### config.mk
export PLATFORM = sky130hd
export DESIGN_NAME = arith_flag_unit
export DESIGN_NICKNAME = d
export VERILOG_FILES = /design/src/rtl/afu_pkg.sv /design/src/rtl/afu_alu.sv /design/src/rtl/afu_next.sv /design/src/rtl/arith_flag_unit.sv
export SDC_FILE = /design/constraint.sdc
export NUM_CORES = 1
export LEC_CHECK = 0
export CORE_MARGIN = 2
export CORE_UTILIZATION = 48
export DETAILED_ROUTE_END_ITERATION = 6
export PLACE_DENSITY = 0.86
export SETUP_SLACK_MARGIN = 0.4
export SLEW_MARGIN = 20
export SYNTH_ARGS = -nofsm -noshare
export SYNTH_HDL_FRONTEND = slang
export SYNTH_SLANG_ARGS = --single-unit
### constraint.sdc
create_clock -name clk -period 6.2 [get_ports clk]
set_input_delay 0.62 -clock clk [delete_from_list [all_inputs] [get_ports clk]]
set_output_delay 0.62 -clock clk [all_outputs]
set_load 0.02 [all_outputs]
### src/rtl/afu_pkg.sv
package afu_pkg;

    typedef enum logic [2:0] {
        OP_ADD  = 3'd0,
        OP_SUB  = 3'd1,
        OP_AND  = 3'd2,
        OP_OR   = 3'd3,
        OP_XOR  = 3'd4,
        OP_PASS = 3'd5,
        OP_RSV6 = 3'd6,
        OP_RSV7 = 3'd7
    } afu_op_e;

    // Bit positions inside the software-visible status byte
    localparam int POS_C   = 0;
    localparam int POS_DC  = 1;
    localparam int POS_Z   = 2;
    localparam int POS_NPD = 3;
    localparam int POS_NTO = 4;
    localparam int POS_RP0 = 5;
    localparam int STAT_BITS = 6;

    typedef struct packed {
        logic rp0;
        logic n_to;
        logic n_pd;
        logic z;
        logic dc;
        logic c;
    } afu_stat_t;

    typedef struct packed {
        logic upd_cdc;
        logic upd_z;
        logic c;
        logic dc;
        logic z;
    } afu_flags_t;

endpackage

### src/rtl/afu_alu.sv
module afu_alu
    import afu_pkg::*;
#(
    parameter int DATA_W = 8
) (
    input  afu_op_e             op,
    input  logic [DATA_W-1:0]   a,
    input  logic [DATA_W-1:0]   b,
    output logic [DATA_W-1:0]   res,
    output afu_flags_t          flags
);
    localparam int NIB_W = DATA_W / 2;

    logic [DATA_W-1:0] b_eff;
    logic              cin;
    logic [DATA_W:0]   sum_w;
    logic [NIB_W:0]    sum_n;

    always_comb begin
        cin   = (op == OP_SUB);
        b_eff = (op == OP_SUB) ? ~b : b;
        sum_w = {1'b0, a} + {1'b0, b_eff} + {{DATA_W{1'b0}}, cin};
        sum_n = {1'b0, a[NIB_W-1:0]} + {1'b0, b_eff[NIB_W-1:0]} + {{NIB_W{1'b0}}, cin};

        res           = '0;
        flags.upd_cdc = 1'b0;
        flags.upd_z   = 1'b0;
        unique case (op)
            OP_ADD, OP_SUB: begin
                res           = sum_w[DATA_W-1:0];
                flags.upd_cdc = 1'b1;
                flags.upd_z   = 1'b1;
            end
            OP_AND: begin
                res         = a & b;
                flags.upd_z = 1'b1;
            end
            OP_OR: begin
                res         = a | b;
                flags.upd_z = 1'b1;
            end
            OP_XOR: begin
                res         = a ^ b;
                flags.upd_z = 1'b1;
            end
            OP_PASS: begin
                res         = a;
                flags.upd_z = 1'b1;
            end
            default: begin
                res = '0;
            end
        endcase
        flags.c  = sum_w[DATA_W];
        flags.dc = sum_n[NIB_W];
        flags.z  = (res == '0);
    end
endmodule

### src/rtl/afu_next.sv
module afu_next
    import afu_pkg::*;
#(
    parameter int DATA_W = 8
) (
    input  afu_stat_t          cur,
    input  afu_flags_t         flags,
    input  logic               op_valid,
    input  logic               wr,
    input  logic [DATA_W-1:0]  wdata,
    input  logic               sleep_evt,
    input  logic               timeout_evt,
    output afu_stat_t          nxt
);
    always_comb begin
        nxt = cur;
        // Software write: reset-cause bits are not writable
        if (wr) begin
            nxt.c   = wdata[POS_C];
            nxt.dc  = wdata[POS_DC];
            nxt.z   = wdata[POS_Z];
            nxt.rp0 = wdata[POS_RP0];
        end
        // Operation results override the write for the flags they touch
        if (op_valid) begin
            if (flags.upd_cdc) begin
                nxt.c  = flags.c;
                nxt.dc = flags.dc;
            end
            if (flags.upd_z) begin
                nxt.z = flags.z;
            end
        end
        if (sleep_evt) begin
            nxt.n_pd = 1'b0;
            nxt.n_to = 1'b1;
        end
        if (timeout_evt) begin
            nxt.n_to = 1'b0;
        end
    end
endmodule

### src/rtl/arith_flag_unit.sv
module arith_flag_unit
    import afu_pkg::*;
#(
    parameter int DATA_W = 8,
    parameter int OP_W   = 3
) (
    input  logic              clk,
    input  logic              rst_n,
    input  logic              op_valid,
    input  logic [OP_W-1:0]   op_code,
    input  logic [DATA_W-1:0] opnd_a,
    input  logic [DATA_W-1:0] opnd_b,
    output logic [DATA_W-1:0] result,
    input  logic              reg_wr,
    input  logic [DATA_W-1:0] reg_wdata,
    output logic [DATA_W-1:0] reg_rdata,
    input  logic              sleep_evt,
    input  logic              timeout_evt,
    output logic              bank_sel
);
    localparam int PAD_W = DATA_W - STAT_BITS;

    afu_op_e    op_e;
    afu_flags_t alu_flags;
    afu_stat_t  stat_d, stat_q;

    assign op_e = afu_op_e'(op_code);

    afu_alu #(.DATA_W(DATA_W)) u_alu (
        .op    (op_e),
        .a     (opnd_a),
        .b     (opnd_b),
        .res   (result),
        .flags (alu_flags)
    );

    afu_next #(.DATA_W(DATA_W)) u_next (
        .cur         (stat_q),
        .flags       (alu_flags),
        .op_valid    (op_valid),
        .wr          (reg_wr),
        .wdata       (reg_wdata),
        .sleep_evt   (sleep_evt),
        .timeout_evt (timeout_evt),
        .nxt         (stat_d)
    );

    always_ff @(posedge clk or negedge rst_n) begin
        if (!rst_n) begin
            stat_q <= '{rp0: 1'b0, n_to: 1'b1, n_pd: 1'b1, z: 1'b0, dc: 1'b0, c: 1'b0};
        end else begin
            stat_q <= stat_d;
        end
    end

    assign reg_rdata = {{PAD_W{1'b0}}, stat_q};
    assign bank_sel  = stat_q.rp0;

    AST_RSVD_ZERO: assert property (@(posedge clk) disable iff (!rst_n)
        reg_rdata[DATA_W-1:STAT_BITS] == '0);

    AST_ZERO_TRACKS: assert property (@(posedge clk) disable iff (!rst_n)
        (op_valid && op_code <= 3'd5) |=> (reg_rdata[POS_Z] == ($past(result) == '0)));

    AST_LOGIC_KEEPS_C: assert property (@(posedge clk) disable iff (!rst_n)
        (op_valid && op_code >= 3'd2 && op_code <= 3'd5 && !reg_wr)
        |=> ($stable(reg_rdata[POS_C]) && $stable(reg_rdata[POS_DC])));

    AST_CAUSE_READONLY: assert property (@(posedge clk) disable iff (!rst_n)
        (reg_wr && !sleep_evt && !timeout_evt)
        |=> ($stable(reg_rdata[POS_NTO]) && $stable(reg_rdata[POS_NPD])));

    AST_SLEEP_MARK: assert property (@(posedge clk) disable iff (!rst_n)
        (sleep_evt && !timeout_evt) |=> (!reg_rdata[POS_NPD] && reg_rdata[POS_NTO]));

    AST_BANK_OUT: assert property (@(posedge clk) disable iff (!rst_n)
        bank_sel == reg_rdata[POS_RP0]);

    AST_RSV_NOCHANGE: assert property (@(posedge clk) disable iff (!rst_n)
        (op_valid && op_code >= 3'd6 && !reg_wr) |=> $stable(reg_rdata[2:0]));
endmodule

== Word level (Yosys, flattened, before mapping) ==
Cells that the tools add are included.

* Flip-flop bits (word level): 6
* Input port bits: 33
* Output and inout port bits: 17
* Logic and storage cells: 34

* Add/sub/neg operators: 4
* Equal/unequal tests: 5
* Mux-type cells: 10
* Bitwise logic cells: 4
* Reduce and logical (&&, ||, !) cells: 5

{| class="wikitable"
|+ Operators by type and width
! operator !! number
|-
| 8-bit case mux with 5 select lines || 1
|-
| 8-bit by 8-bit adder with 9-bit output || 1
|-
| 9-bit by 1-bit adder with 9-bit output || 1
|-
| 8-bit AND || 1
|-
| 8-bit logical NOT || 1
|-
| 8-bit 2-to-1 mux || 1
|-
| 8-bit NOT || 1
|-
| 8-bit OR || 1
|-
| 8-bit bitwise XOR || 1
|-
| 3-bit by 2-bit == test with 1-bit output (second input constant) || 2
|-
| 3-bit == test (second input constant) || 2
|-
| 3-bit 2-to-1 mux || 2
|-
| 6-bit OR reduction || 1
|-
| 4-bit by 4-bit adder with 5-bit output || 1
|-
| 5-bit by 1-bit adder with 5-bit output || 1
|-
| 1-bit 2-to-1 mux || 4
|-
| 2-bit 2-to-1 mux || 2
|-
| 3-bit by 1-bit == test with 1-bit output (second input constant) || 1
|-
| 3-bit logical NOT || 1
|-
| 2-bit nonzero test || 1
|-
| 2-bit OR reduction || 1
|}

== Logic depth before layout (Yosys ltp) ==
* Depth in word-level cells: 8
* Depth in mapped cells: 12
* Gate-level depth less buffers: 10

== By module ==
Synthesis repeated with hierarchy kept, for this count alone.

* Cells, all modules: 177
* Area, all modules: 1408.9 sq um

{| class="wikitable"
|+ Modules (own cells, without submodules)
! module !! times used !! cells an instance !! area each (sq um) !! sequential area each (sq um)
|-
| afu_alu || 1 || 153 || 1124.8 || 0.0
|-
| arith_flag_unit || 1 || 10 || 178.9 || 152.6
|-
| afu_next || 1 || 14 || 105.1 || 0.0
|}

== Worst setup path after synthesis ==
Ideal clock, no wire load.

* Path kind: input port to output port
* From: in op_code[1]
* To: out result[6]
* Arrival time: 3086 ps
* Data required time: 5580 ps
* Setup slack: 2494 ps
* Cell stages on the path: 11
* Cells stage by stage: buf_6 -> or3b_1 -> buf_4 -> xnor2_1 -> fa_1 -> nand3_1 -> nand2_1 -> a21o_1 -> a21o_1 -> xnor2_1 -> o21ai_0

* Cells in the longest elaborated chain, start to end: 5
* Elaborated cells on any way between the ends: 11
* Classes of those cells: 2 x add/sub; 5 x eq/ne; 2 x mux; 2 x reduce/logical

{| class="wikitable"
|+ Ends and longest elaborated chain
! what !! line !! text
|-
| from (decl) || arith_flag_unit.sv:10 || <nowiki>input logic [OP_W-1:0] op_code,</nowiki>
|-
| 3-bit by 1-bit == test with 1-bit output || afu_alu.sv:20, afu_alu.sv:21, afu_alu.sv:28 ||
|-
| 8-bit 2-to-1 mux || afu_alu.sv:21 || <nowiki>b_eff = (op == OP_SUB) ? ~b : b;</nowiki>
|-
| 8-bit by 8-bit adder with 9-bit output || afu_alu.sv:22 || <nowiki>sum_w = {1'b0, a} + {1'b0, b_eff} + {{DATA_W{1'b0}}, cin};</nowiki>
|-
| 9-bit by 1-bit adder with 9-bit output || afu_alu.sv:22 ||
|-
| 8-bit case mux with 5 select lines (*) || afu_alu.sv:28 || <nowiki>unique case (op)</nowiki>
|-
| to (decl) || arith_flag_unit.sv:13 || <nowiki>output logic [DATA_W-1:0] result,</nowiki>
|}

Mark *: on every way between the ends. The rest lies on a longest branch, timed or not.

== Worst setup path in the final report ==
* From: in op_code[0]
* To: out result[6]

The elaborated chain is that of the path after synthesis.

==> impl_metrics.yaml <==
yosys:
  synth_area_leader_cell: "ha_1"
  ys_ff_latch: 6
  synth_area_per_cell_um2: 8.36
  yosysUniqueCellTypes: 45
  synth_seq_area_share_pct: 11.8
  yosysWarnings: 0
  netlist_instances: 155
  synth.area.top_cells: "ha_1 (23%), dfrtp_1 (7.7%), xnor2_1 (6.1%)"
  synth_top_area_share_pct: 23.2
  synth.cell_area_um2: 1300
pwr:
  combPwrFrac_pct: 65.7
  clockPowerShare_pct: 15.3
  ir_worst_vdd_mv: 0.116
  cellLeakagePower_nw: 0.828
  p_int_uw: 141
  switchingPower_uw: 95.4
  p_per_area_nw_per_um2: 136
  power_uw: 237
  seqPwrFrac_pct: 19.1
  swShare_pct: 40.3
worst_setup_path:
  r2r_start: "reg_rdata[2]"
  cp_data_required_time_ps: 5580
  r2r_slack_ps: 5270
  crit_path_max_fanout: 20
  rr_worst_depth: 3
  worstReg2RegEnd: "reg_rdata[2]"
  crit_path_start_kind: "input port"
  end_kind: "primary output"
  arrival_ps: 4370
  critical_path_class: "input port to primary output"
timing:
  rsz0062_at_grt: "false"
  setup_viol: 0
  final.setup.tns_ps: 0
  relSlewSlack_pct: 65.7
  finClkSkew_ps: 0
  fin_crit_sh_pct: 80.6
  fin_crit_ps: 4990
  fmax_mhz: 200
  worstMarginPinSlew_ps: 514
  finalHoldViolations: 0
  drv_slew: 0
clocking:
  numCtsBuffers: 3
  cts_tree: "built"
  post-cts-setup-buffer-count: 0
  clockRootBuffer: "clkbuf_4"
  ctsHoldBuffers: 0
  ctsHtreeMaxLevel: 1
  cts.path.max_buffers: 2
  clock-sinks: 6
  clk_latency_ps: 240
  clk_pin_slew_ps: 40
  cts_repair_resize_count: 0
routing:
  drtIter0Drc: 34
  antenna_left: 0
  viasPerCell: 5.53
  wl_um: 3310
  vias: 1245
  drc_errors: 0
  first_pass_iters: 4
  wl_per_cell_um: 14.7
die:
  core_region_area_um2: 2520
  die_x_um: 56.0
  die_h_um: 56.0
  num_io_pins: 50
  dieArea_um2: 3130
  rows: 18
  initial_core_util_pct: 51.4
layout:
  fin_util_pct: 68.8
  final_nets: 255
  synthToLayoutAreaGrowth_pct: 34.0
  fillers: 206
  drive_above_1_share_pct: 11.3
  final_cells: 225
  diodes: 0
hold_path:
  hold_class: "flip-flop to flip-flop"
  worstHoldEndpoint: "reg_rdata[4]"
  whs_path_depth: 2
  hold_start: "reg_rdata[4]"
global_routing:
  antenna_found_initial: 0
  grt_max_degree: 21
  grt_pass1_vias: 1280
  grt_overflow: 0
  grt_usage_pct: 21.8
  grt_pass1_wl_um: 5530
placement:
  hpwl_um: 2700
  routabilityCongestion: 0.885
  port_buffers: 43
  placed_cells: 222
run:
  cap_violations: 0
status:
  status: "finished, final reports clean"
stage by stage:
step	cell area (um2)	hold WS (ps)	worst slack, ps
after floorplan	1300	324	2490
after global placement	1710	473	1300
after detailed placement	1710	487	1240
after CTS	1740	495	1230
after global routing	1740	514	1070
final	1740	490	1210
synth_stat cells (all sizes together):
| library cell | instances |
|---|---|
| o211ai | 1 |
| a221o | 2 |
| a21o | 5 |
| and4 | 1 |
| or3b | 1 |
| a31o | 1 |
| a211oi | 3 |
| o22ai | 1 |
| a21boi | 1 |
| o211a | 1 |
| o21ai | 7 |
| a22oi | 3 |
| dfrtp | 4 |
| a21oi | 9 |
| o31ai | 1 |
| buf | 8 |
| xnor2 | 9 |
| dfstp | 2 |
| fa | 1 |
| nand2b | 1 |
| or2 | 1 |
| nor2 | 13 |
| or4b | 1 |
| a31oi | 2 |
| mux2 | 5 |
| xor2 | 4 |
| mux2i | 3 |
| nor2b | 4 |
| nand2 | 11 |
| nand3 | 2 |
| inv | 19 |
| o41ai | 1 |
| ha | 24 |
| conb | 1 |
| a221oi | 2 |
layer usage:
metal | wire (um) | up-vias | global-route usage [%]
li1 | - | 617 | -
met1 | 1390 | 576 | 24.7
met2 | 1700 | 45 | 40.0
met3 | 171 | 7 | 4.65
met4 | 50 | 0 | 7.48
met5 | 0 | - | 0
worst max-delay path by stage:
stage,cells past startpoint,end,start
6_report,12,result[6],op_code[0]
5_1_grt,11,result[6],op_code[1]
4_1_cts,11,result[6],op_code[1]
3_5_place_dp,11,result[6],op_code[1]
3_3_place_gp,11,result[6],op_code[1]
2_1_floorplan,11,result[6],op_code[1]
power groups by stage:
stage	combinational (mW)	sequential, mW	clock [mW]
after floorplan	0.0901	0.0502	0
after global placement	0.149	0.0455	0
after detailed placement	0.154	0.0457	0
after CTS	0.155	0.0452	0.0374
after global routing	0.169	0.0458	0.0404
final	0.155	0.0451	0.0361
critical path: stages:
cell,delay (ps)
clkdlybuf4s50_1,450
buf_4,240
or3b_1,620
xnor2_1,260
fa_1,460
nand3_1,100
nand2_1,110
a21o_1,210
a21o_1,190
xnor2_1,120
o21ai_0,310
clkdlybuf4s50_1,670
flip-flops by register name, summed over array words and instances, names as in the netlist:
name and cells:
bank_sel 1, reg_rdata 5
cell usage in the layout (no fill, tap or decap), types with 3 or more instances in the layout:
cell type	instances
a211oi_1	3
a21oi_1	8
o21ai_0	4
a21o_1	5
mux2i_1	3
nand2_1	11
mux2_2	4
ha_1	24
clkbuf_4	3
xor2_1	4
nor2_1	13
inv_1	19
clkdlybuf4s50_1	43
xnor2_1	9
dfrtp_1	4
cell type report:
cell class                 count  area [um2]  share of cell area (%)
tap                           30        37.5                    2.16
inverter                      19        71.3                    4.11
timing repair buffer          44         438                    25.2
multi-input combinational    123        1010                    58.4
clock buffer                   3        22.5                    1.30
sequential                     6         153                    8.79
kinds of logic (layout without fill, tap and decap cells):
kind of cell | after synthesis | in the layout | share of synthesized area, %
AOI/OAI and AO/OA | 40 | 40 | 23.5
xor gates and xnor gates | 13 | 13 | 8.78
adders and majority gates | 25 | 25 | 24.7
buffers and inverters | 27 | 66 | 10.2
DFF | 6 | 6 | 11.8
muxes | 8 | 8 | 6.66
other | 1 | 2 | 0.289
and+or+nand+nor | 35 | 35 | 14.1
Power figures use the tool's default switching activity.
